File: config.mk
export PLATFORM = sky130hd
export DESIGN_NAME = sgr_deser_top
export DESIGN_NICKNAME = d
export VERILOG_FILES = /design/src/rtl/sgr_pkg.sv /design/src/rtl/sgr_rst_sync.sv /design/src/rtl/sgr_loop_sel.sv /design/src/rtl/sgr_shifter.sv /design/src/rtl/sgr_framer.sv /design/src/rtl/sgr_strobe.sv /design/src/rtl/sgr_deser_top.sv
export SDC_FILE = /design/constraint.sdc
export NUM_CORES = 1
export LEC_CHECK = 0
export CAP_MARGIN = 20
export CORE_MARGIN = 3
export CORE_UTILIZATION = 49
export CTS_CLUSTER_DIAMETER = 150
export DETAILED_ROUTE_END_ITERATION = 8
export PLACE_DENSITY = 0.73
export SYNTH_ARGS = -nofsm -noshare
export SYNTH_HDL_FRONTEND = slang
export SYNTH_SLANG_ARGS = --single-unit
File: constraint.sdc
create_clock -name clk -period 1.05 [get_ports clk]
set_input_delay 0.21 -clock clk [delete_from_list [all_inputs] [get_ports clk]]
set_output_delay 0.21 -clock clk [all_outputs]
set_load 0.005 [all_outputs]
File: src/rtl/sgr_pkg.sv
package sgr_pkg;
  // code group width and comma prefix width
  localparam int unsigned GRP_W = 10;
  localparam int unsigned CMA_W = 7;
  // comma prefix, index 0 = earliest received bit: 0,0,1,1,1,1,1
  localparam logic [CMA_W-1:0] CMA_PAT = 7'b1111100;
  localparam int unsigned IDX_W = $clog2(GRP_W);
  localparam logic [IDX_W-1:0] IDX_LAST = IDX_W'(GRP_W - 1);
endpackage

File: src/rtl/sgr_rst_sync.sv
module sgr_rst_sync #(
  parameter int unsigned STAGES = 2
) (
  input  logic clk,
  input  logic arst_n,
  output logic srst_n
);
  logic [STAGES-1:0] chain_q;
  logic [STAGES-1:0] chain_d;

  always_comb begin
    chain_d = {chain_q[STAGES-2:0], 1'b1};
  end

  always_ff @(posedge clk or negedge arst_n) begin
    if (!arst_n) chain_q <= '0;
    else         chain_q <= chain_d;
  end

  assign srst_n = chain_q[STAGES-1];
endmodule

File: src/rtl/sgr_loop_sel.sv
module sgr_loop_sel (
  input  logic line_rx,
  input  logic tx_ser,
  input  logic loop_sel,
  output logic rx_bit,
  output logic line_tx
);
  always_comb begin
    if (loop_sel) begin
      rx_bit  = tx_ser;
      line_tx = 1'b1;
    end else begin
      rx_bit  = line_rx;
      line_tx = tx_ser;
    end
  end
endmodule

File: src/rtl/sgr_shifter.sv
module sgr_shifter
  import sgr_pkg::*;
(
  input  logic             clk,
  input  logic             rst_n,
  input  logic             rx_bit,
  output logic [GRP_W-1:0] win_next,
  output logic             comma_hit
);
  logic [GRP_W-1:0] sh_q;
  logic [CMA_W-1:0] bit_ok;

  always_comb begin
    win_next = {rx_bit, sh_q[GRP_W-1:1]};
  end

  // per-position prefix comparison
  for (genvar i = 0; i < CMA_W; i++) begin : g_cmp
    assign bit_ok[i] = ~(win_next[i] ^ CMA_PAT[i]);
  end

  assign comma_hit = &bit_ok;

  always_ff @(posedge clk or negedge rst_n) begin
    if (!rst_n) sh_q <= '0;
    else        sh_q <= win_next;
  end
endmodule

File: src/rtl/sgr_framer.sv
module sgr_framer
  import sgr_pkg::*;
(
  input  logic             clk,
  input  logic             rst_n,
  input  logic [GRP_W-1:0] win_next,
  input  logic             comma_hit,
  input  logic             align_en,
  output logic             fire,
  output logic             fire_comma,
  output logic [GRP_W-1:0] grp_data,
  output logic             sync_flag
);
  logic [IDX_W-1:0] idx_q, idx_d;
  logic [GRP_W-1:0] grp_q, grp_d;
  logic             sync_q, sync_d;
  logic             grp_en;

  always_comb begin
    fire_comma = align_en && comma_hit;
    fire       = fire_comma || (idx_q == IDX_LAST);
    grp_en     = fire;
    idx_d      = fire ? '0 : idx_q + 1'b1;
    grp_d      = win_next;
    sync_d     = sync_q;
    if (fire) sync_d = fire_comma;
  end

  always_ff @(posedge clk or negedge rst_n) begin
    if (!rst_n) begin
      idx_q  <= '0;
      grp_q  <= '0;
      sync_q <= 1'b0;
    end else begin
      idx_q  <= idx_d;
      sync_q <= sync_d;
      if (grp_en) grp_q <= grp_d;
    end
  end

  assign grp_data  = grp_q;
  assign sync_flag = sync_q;

  p_sync_gated_r4: assert property (@(posedge clk) disable iff (!rst_n)
    $rose(sync_q) |-> $past(align_en));

  p_sync_comma_r2: assert property (@(posedge clk) disable iff (!rst_n)
    $rose(sync_q) |-> (grp_q[CMA_W-1:0] == CMA_PAT));
endmodule

File: src/rtl/sgr_strobe.sv
module sgr_strobe (
  input  logic clk,
  input  logic rst_n,
  input  logic fire,
  input  logic fire_comma,
  output logic stb_lead,
  output logic stb_lag
);
  logic lead_q, lead_d;
  logic lag_q, lag_d;
  logic nxt_lag_q, nxt_lag_d;

  always_comb begin
    lead_d    = 1'b0;
    lag_d     = 1'b0;
    nxt_lag_d = nxt_lag_q;
    if (fire) begin
      if (fire_comma || !nxt_lag_q) begin
        lead_d    = 1'b1;
        nxt_lag_d = 1'b1;
      end else begin
        lag_d     = 1'b1;
        nxt_lag_d = 1'b0;
      end
    end
  end

  always_ff @(posedge clk or negedge rst_n) begin
    if (!rst_n) begin
      lead_q    <= 1'b0;
      lag_q     <= 1'b0;
      nxt_lag_q <= 1'b0;
    end else begin
      lead_q    <= lead_d;
      lag_q     <= lag_d;
      nxt_lag_q <= nxt_lag_d;
    end
  end

  assign stb_lead = lead_q;
  assign stb_lag  = lag_q;

  p_strobe_excl_r5: assert property (@(posedge clk) disable iff (!rst_n)
    !(lead_q && lag_q));
endmodule

File: src/rtl/sgr_deser_top.sv
module sgr_deser_top
  import sgr_pkg::*;
(
  input  logic             clk,
  input  logic             rst_n,
  input  logic             line_rx,
  input  logic             tx_ser,
  input  logic             loop_sel,
  input  logic             align_en,
  output logic             line_tx,
  output logic [GRP_W-1:0] grp_data,
  output logic             stb_lead,
  output logic             stb_lag,
  output logic             sync_flag
);
  logic             rst_int_n;
  logic             rx_bit;
  logic [GRP_W-1:0] win_next;
  logic             comma_hit;
  logic             fire;
  logic             fire_comma;

  sgr_rst_sync #(.STAGES(2)) u_rst (
    .clk(clk), .arst_n(rst_n), .srst_n(rst_int_n));

  sgr_loop_sel u_loop (
    .line_rx(line_rx), .tx_ser(tx_ser), .loop_sel(loop_sel),
    .rx_bit(rx_bit), .line_tx(line_tx));

  sgr_shifter u_shift (
    .clk(clk), .rst_n(rst_int_n), .rx_bit(rx_bit),
    .win_next(win_next), .comma_hit(comma_hit));

  sgr_framer u_frame (
    .clk(clk), .rst_n(rst_int_n), .win_next(win_next),
    .comma_hit(comma_hit), .align_en(align_en), .fire(fire),
    .fire_comma(fire_comma), .grp_data(grp_data), .sync_flag(sync_flag));

  sgr_strobe u_stb (
    .clk(clk), .rst_n(rst_int_n), .fire(fire), .fire_comma(fire_comma),
    .stb_lead(stb_lead), .stb_lag(stb_lag));

  p_sync_lead_r6: assert property (@(posedge clk) disable iff (!rst_int_n)
    $rose(sync_flag) |-> stb_lead);

  p_sync_fall_r7: assert property (@(posedge clk) disable iff (!rst_int_n)
    $fell(sync_flag) |-> (stb_lead || stb_lag));
endmodule

==> impl_metrics.json, run 1 <==
{
  "gp_congestion": 0.693,
  "die_x_um": 52.2,
  "area_growth_pct": 50.5,
  "critical_path_required_ns": 1.25,
  "start_util_pct": 52.3,
  "synth_area_um2": 1050,
  "hold_viol": 0,
  "critPathArrivalTime_ns": 1.86,
  "htreeDepth": 2,
  "synthCells": 67,
  "die-area_um2": 2730,
  "wirelength_mm": 2.46,
  "grt-ovfl-total": 0,
  "layout_commonest_cell": "buf_4",
  "slowest_delay_ns": 0.51,
  "layout_common_cells": "30 x buf_4, 29 x dfrtp_1, 14 x buf_2",
  "clock-sinks": 29,
  "period_needed_ns": 1.66,
  "wire_per_inst_um": 16.3,
  "io_pins": 20,
  "core_area_um2": 2000,
  "vias": 770,
  "rsz0062_at_grt": "true",
  "hp-class": "in -> async",
  "dp_hpwl_mm": 1.33,
  "layout-drive-gt1-share_pct": 62.9,
  "criticalPathCategory": "in -> reg",
  "period_share_pct": 158,
  "critPathLaunchType": "primary input",
  "cts_hold_buf": 0,
  "synth_nets": 75,
  "peakVddDrop_uv": 1850,
  "setup_viol": 20,
  "worst-path-buf-inv": 2,
  "fp-row-count": 16,
  "antenna_left": 0,
  "critPathSlowestCell": "clkdlybuf4s50_1",
  "power.density_nw_per_um2": 2540,
  "path_cells": "clkdlybuf4s50_1, nand4_1, o41ai_4, buf_6, mux2_4",
  "vias_per_cell": 5.10,
  "fin_skew_ns": 0.0125,
  "final_cells": 151,
  "drc": 0,
  "crit_fanout": 5,
  "p_leak_nw": 0.786,
  "antenna_found_initial": 0,
  "cts_root_buffer": "clkbuf_4",
  "yosysWarnings": 0,
  "drv_slew": 0,
  "cts_tree": "done",
  "maxCapViolCount": 0,
  "nets": 132,
  "cts_inserted_buffers": 5,
  "ys_seq_elements": 29,
  "fmax_mhz": 602,
  "port_buffers": 19,
  "ys_seq_area_share_pct": 69.3,
  "drtPass1Iterations": 3,
  "grt_max_degree": 15,
  "violations": "negative setup slack",
  "grt_pass1_wl_mm": 3.48,
  "status": "complete, but fails checks",
  "setup_ws_ns": -0.611,
  "antennaDiodeCount": 0,
  "groute.usage.overall_pct": 18.9,
  "clock_latency_ns": 0.32,
  "finalCoreUtilization_pct": 78.8,
  "cts.path.max_buffers": 2,
  "cp-end-kind": "flip-flop",
  "grt_pass1_vias": 746,
  "path_clk_slew_ns": 0.09,
  "drt_iter0_markers": 6,
  "whs_ns": 0.0540,
  "cp_top_family": "buffers and inverters",
  "die_h_um": 52.2,
  "dp_cells": 130,
  "synth_cell_types": 22,
  "fill_cells": 134,
  "synth_area_per_cell_um2": 15.6
}
## per-stage QoR
stage | power [W] | worst slack (ns) | setup TNS [ns] | cell area, um^2
CTS | 0.00380 | -0.452 | -6.10 | 1500
detailed placement | 0.00300 | -0.809 | -12.67 | 1400
global placement | 0.00295 | -0.739 | -11.61 | 1400
global route | 0.00428 | -0.690 | -10.66 | 1580
finish | 0.00400 | -0.611 | -9.12 | 1580
floorplan | 0.00226 | -0.462 | -5.13 | 1050
## worst register-to-register path, stage by stage, from the launching register on
cell and delay, ns:
dfrtp_1 0.40, nand4_1 0.23, o41ai_4 0.40, buf_6 0.20
mux2_4 0.31
## path summary, 6_finish.rpt
check / start / to / slack (ns) / cells past startpoint
max: align_en / u_frame.grp_data[0]$_DFFE_PN0P_ / -0.61 / 5
min reg2reg: u_rst.chain_q[1]$_DFF_PN0_ / u_frame.idx_q[2]$_DFF_PN0_ / 0.19 / 1
max in group asynchronous: u_rst.chain_q[1]$_DFF_PN0_ / u_shift.sh_q[9]$_DFF_PN0_ / 0.68 / 1
max reg2reg: u_shift.sh_q[5]$_DFF_PN0_ / u_frame.grp_data[0]$_DFFE_PN0P_ / -0.60 / 4
min: rst_n / u_rst.chain_q[0]$_DFF_PN0_ / 0.05 / 1
min in group clk: tx_ser / u_shift.sh_q[9]$_DFF_PN0_ / 0.32 / 2
## timing repair
action                                  in CTS  in global routing
gates cloned                                 1                  0
hold endpoints to repair                     0                  0
buffers inserted                             7                  8
gates resized for setup                     77                  8
endpoints found under the setup margin      32                 31
pin swaps                                    4                  2
## synthesized netlist by cell type
cell       n  area share [%]
nor3b_1    1            0.72
a21boi_0   1            0.72
xor2_1     1            0.84
or3b_2     1            0.84
nor4_1     1            0.60
dfrtp_1   29              69
mux2_2    11              12
o21ai_0    2            0.96
nor2_1     3             1.1
or2_2      1            0.60
xnor2_1    1            0.84
ha_1       2             2.4
buf_6      1             1.1
inv_1      1            0.36
nand4_1    1            0.60
nand2_1    4             1.4
or4_2      1            0.84
conb_1     1            0.36
and3b_1    1            0.84
a21oi_1    1            0.48
nand3b_1   1            0.72
o41ai_4    1             2.6
## report_power, final
| group | total (W) | switching, W | internal [W] |
|---|---|---|---|
| Clock | 0.000675 | 0.000359 | 0.000316 |
| Combinational | 0.00166 | 0.000597 | 0.00106 |
| Sequential | 0.00167 | 0.000216 | 0.00146 |
## metal layers
layer / wire [um] / part of all wire [%] / global-route usage [%]
met3: 116 / 4.7 / 7.69
met2: 1310 / 53 / 32.8
met4: 105 / 4.3 / 6.38
met5: 0 / 0 / 0
met1: 926 / 38 / 20.7
## registers in the layout (all words and copies together) (netlist names)
register           flops
u_frame.grp_data      10
u_frame.idx_q          4
u_shift.sh_q           9
u_frame.sync_flag      1
u_stb.nxt_lag_q        1
u_stb.stb_lag          1
u_stb.stb_lead         1
u_rst.chain_q          2
## cell type report
type | count | area, um^2 | area share (%)
Clock buffer | 7 | 55.1 | 3.49
Inverter | 1 | 3.75 | 0.238
Multi-Input combinational cell | 36 | 392 | 24.8
Sequential cell | 29 | 726 | 46.0
Tap cell | 27 | 33.8 | 2.14
Timing Repair Buffer | 51 | 367 | 23.3
## logic make-up (layout without fill, tap and decap cells)
family	Yosys count	in the layout	share of synthesized area [%]
and+or+nand+nor	15	15	8.25
muxes	11	11	11.8
DFF	29	29	69.3
xor gates and xnor gates	2	2	1.67
other	1	1	0.358
buffers and inverters	2	59	1.43
adders and majority gates	2	2	2.39
AOI/OAI and AO/OA	5	5	4.78
No activity file was read; power rests on OpenSTA's default activity.
==> run 2, diff against run 1 <==
- ABC_AREA: not set -> 1
==> run 2 against run 1 <==
Compared with the run above:
- clock power grew 11%
- highest routed layer unchanged
- utilization is the same
- combinational power grew 3%
- non-clock buffer count shrank 7
- first-iteration DRC count grew 100%
- critical endpoint unchanged
- global-route usage grew 0.35 points
- sequential power shrank 2%
- flip-flop and latch count is the same
- the run still ends with negative setup slack left
==> impl_metrics.json, run 2 <==
{
  "status": "complete, but fails checks",
  "violations": "negative setup slack",
  "dp_cells": 155,
  "grt_pass1_wl_mm": 3.56,
  "fin_skew_ns": 0.00589,
  "hold_viol": 0,
  "core_area_um2": 2000,
  "ys_seq_area_share_pct": 68.0,
  "synth-main-ff-cell": "dfrtp_1",
  "synthCells": 96,
  "layout_commonest_cell": "dfrtp_1",
  "clock_latency_ns": 0.32,
  "die_h_um": 52.7,
  "cp-end-kind": "flip-flop",
  "synthDominantCellAreaShare_pct": 68.0,
  "wirelength_mm": 2.20,
  "synthArstFlopShare_pct": 100,
  "yosysWarnings": 0,
  "port_buffers": 19,
  "groute.usage.overall_pct": 19.2,
  "die_x_um": 52.7,
  "synth-edff-count": 0,
  "path_cells": "inv_1, ha_2, nand3b_4, clkbuf_16, nand3_2, nand2_1",
  "ys_top_cells_by_area": "dfrtp_1 68%, nand2_1 10%, nand3_1 5.6%, ha_1 2.3%, nor2_1 2.1%",
  "wire_per_inst_um": 12.8,
  "ys_seq_elements": 29,
  "grt_pass1_vias": 797,
  "drc": 0,
  "layout_common_cells": "29 x dfrtp_1, 25 x nand2_1, 22 x buf_4",
  "critical_path_required_ns": 1.26,
  "dp_hpwl_mm": 1.42,
  "path_clk_slew_ns": 0.08,
  "gp_congestion": 0.727,
  "setup_viol": 20,
  "power.density_nw_per_um2": 2590,
  "cts_tree": "done",
  "grt_max_degree": 19,
  "area_growth_pct": 47.7,
  "setup_ws_ns": -0.152,
  "vias": 825,
  "maxCapViolCount": 0,
  "criticalPathCategory": "reg -> reg",
  "period_needed_ns": 1.20,
  "drtPass1Iterations": 4,
  "p_leak_nw": 0.865,
  "antenna_left": 0,
  "yosys-top-cells-count": "29 x dfrtp_1, 29 x nand2_1, 12 x nand3_1",
  "hp-class": "in -> async",
  "antenna_found_initial": 0,
  "critPathSlowestCell": "dfrtp_1",
  "largest_register_ffs": 10,
  "period_share_pct": 114,
  "tns_ns": -1.98,
  "clock-sinks": 29,
  "critPathLaunchType": "flip-flop",
  "synth_top_cell_by_area": "dfrtp_1",
  "die-area_um2": 2770,
  "fp-row-count": 16,
  "cts_hold_buf": 0,
  "peakVddDrop_uv": 1760,
  "vias_per_cell": 4.80,
  "drt_iter0_markers": 12,
  "cts_root_buffer": "clkbuf_4",
  "grt-ovfl-total": 0,
  "critPathArrivalTime_ns": 1.42,
  "slowest_delay_ns": 0.38,
  "final_cells": 172,
  "synth_nets": 104,
  "antennaDiodeCount": 0,
  "cts_inserted_buffers": 5,
  "fin_total_pwr_w": 0.00408,
  "nets": 152,
  "synth_area_um2": 1070,
  "htreeDepth": 2,
  "start_util_pct": 53.3,
  "drv_slew": 0,
  "layout-drive-gt1-share_pct": 49.7,
  "cts.path.max_buffers": 2,
  "synth_area_per_cell_um2": 11.1,
  "synth_cell_types": 18,
  "fin_area_um2": 1580,
  "crit_fanout": 5,
  "io_pins": 20,
  "fmax_mhz": 832,
  "rsz0062_at_grt": "true",
  "placed_cell_area_um2": 1400
}
## run 2: changes by cell type after synthesis, moves of 2 or more
cell | previous run | this run
mux2_2 | 11 | 0
inv_1 | 1 | 5
nand2_2 | 0 | 2
nand2_1 | 4 | 29
nor2_1 | 3 | 6
nand3_1 | 0 | 12
## run 2: worst paths after layout
kind / startpoint / cells after the start / endpoint / slack [ns]
setup / recovery: u_frame.idx_q[1]$_DFF_PN0_ / 6 / u_frame.grp_data[0]$_DFFE_PN0P_ / -0.15
hold / removal: rst_n / 1 / u_rst.chain_q[0]$_DFF_PN0_ / 0.04
setup reg to reg: u_frame.idx_q[1]$_DFF_PN0_ / 6 / u_frame.grp_data[0]$_DFFE_PN0P_ / -0.15
hold reg to reg: u_rst.chain_q[1]$_DFF_PN0_ / 1 / u_shift.sh_q[2]$_DFF_PN0_ / 0.19
max in group asynchronous: u_rst.chain_q[1]$_DFF_PN0_ / 1 / u_stb.stb_lead$_DFF_PN0_ / 0.62
min in group clk: loop_sel / 2 / u_shift.sh_q[9]$_DFF_PN0_ / 0.27
## run 2: area by class of cell
cell class | instances | area [um^2]
inverter | 5 | 18.8
tap | 27 | 33.8
clock buffer | 7 | 65.1
clock inverter | 1 | 5.00
fill | 146 | 425
sequential | 29 | 726
multi-input combinational | 59 | 388
timing repair buffer | 44 | 340
## run 2: cell families after synthesis
family                   share of synthesized area [%]
adder cells (fa/ha/maj)                           2.34
XOR/XNOR                                          1.64
AND/OR/NAND/NOR                                   23.2
buffers and inverters                             3.99
other                                            0.351
flip-flops                                        68.0
AO/OA/AOI/OAI                                    0.468
## run 2: power by group
| group | total [W] | switching (W) | internal, W |
|---|---|---|---|
| clock network | 0.000752 | 0.000364 | 0.000387 |
| registers | 0.00163 | 0.000180 | 0.00145 |
| logic | 0.00171 | 0.000764 | 0.000942 |
## run 2: metrics by stage
step,utilization (%),hold WS [ns],worst slack [ns]
after floorplan,-,-0.0856,-0.0452
after global placement,70.1,0.166,-0.534
after detailed placement,70.1,0.192,-0.561
after CTS,72.3,0.0274,-0.134
after global routing,78.8,0.0152,-0.244
final,78.8,0.0430,-0.152
## run 2: repair_timing
| action | CTS | global route |
|---|---|---|
| setup endpoints to repair | 32 | 31 |
| pin swaps | 1 | 18 |
| buffers inserted | 3 | 5 |
| cloned | 0 | 1 |
| resized for setup | 64 | 17 |
## run 2: worst max-delay path, delay by kind of cell, from the launching register on
family / cells / cell delay [ns]
fa+ha+maj: 1 / 0.19
flops: 1 / 0.38
simple gates: 3 / 0.26
buf+inv: 2 / 0.26
## run 2: metal layers
| metal | up-vias | global-route usage, % | share of wire, % |
|---|---|---|---|
| met5 | - | 0 | 0 |
| met4 | 0 | 8.94 | 1.9 |
| met3 | 6 | 8.55 | 5.3 |
| met2 | 18 | 30.4 | 52 |
| met1 | 403 | 22.2 | 41 |
| li1 | 398 | - | - |
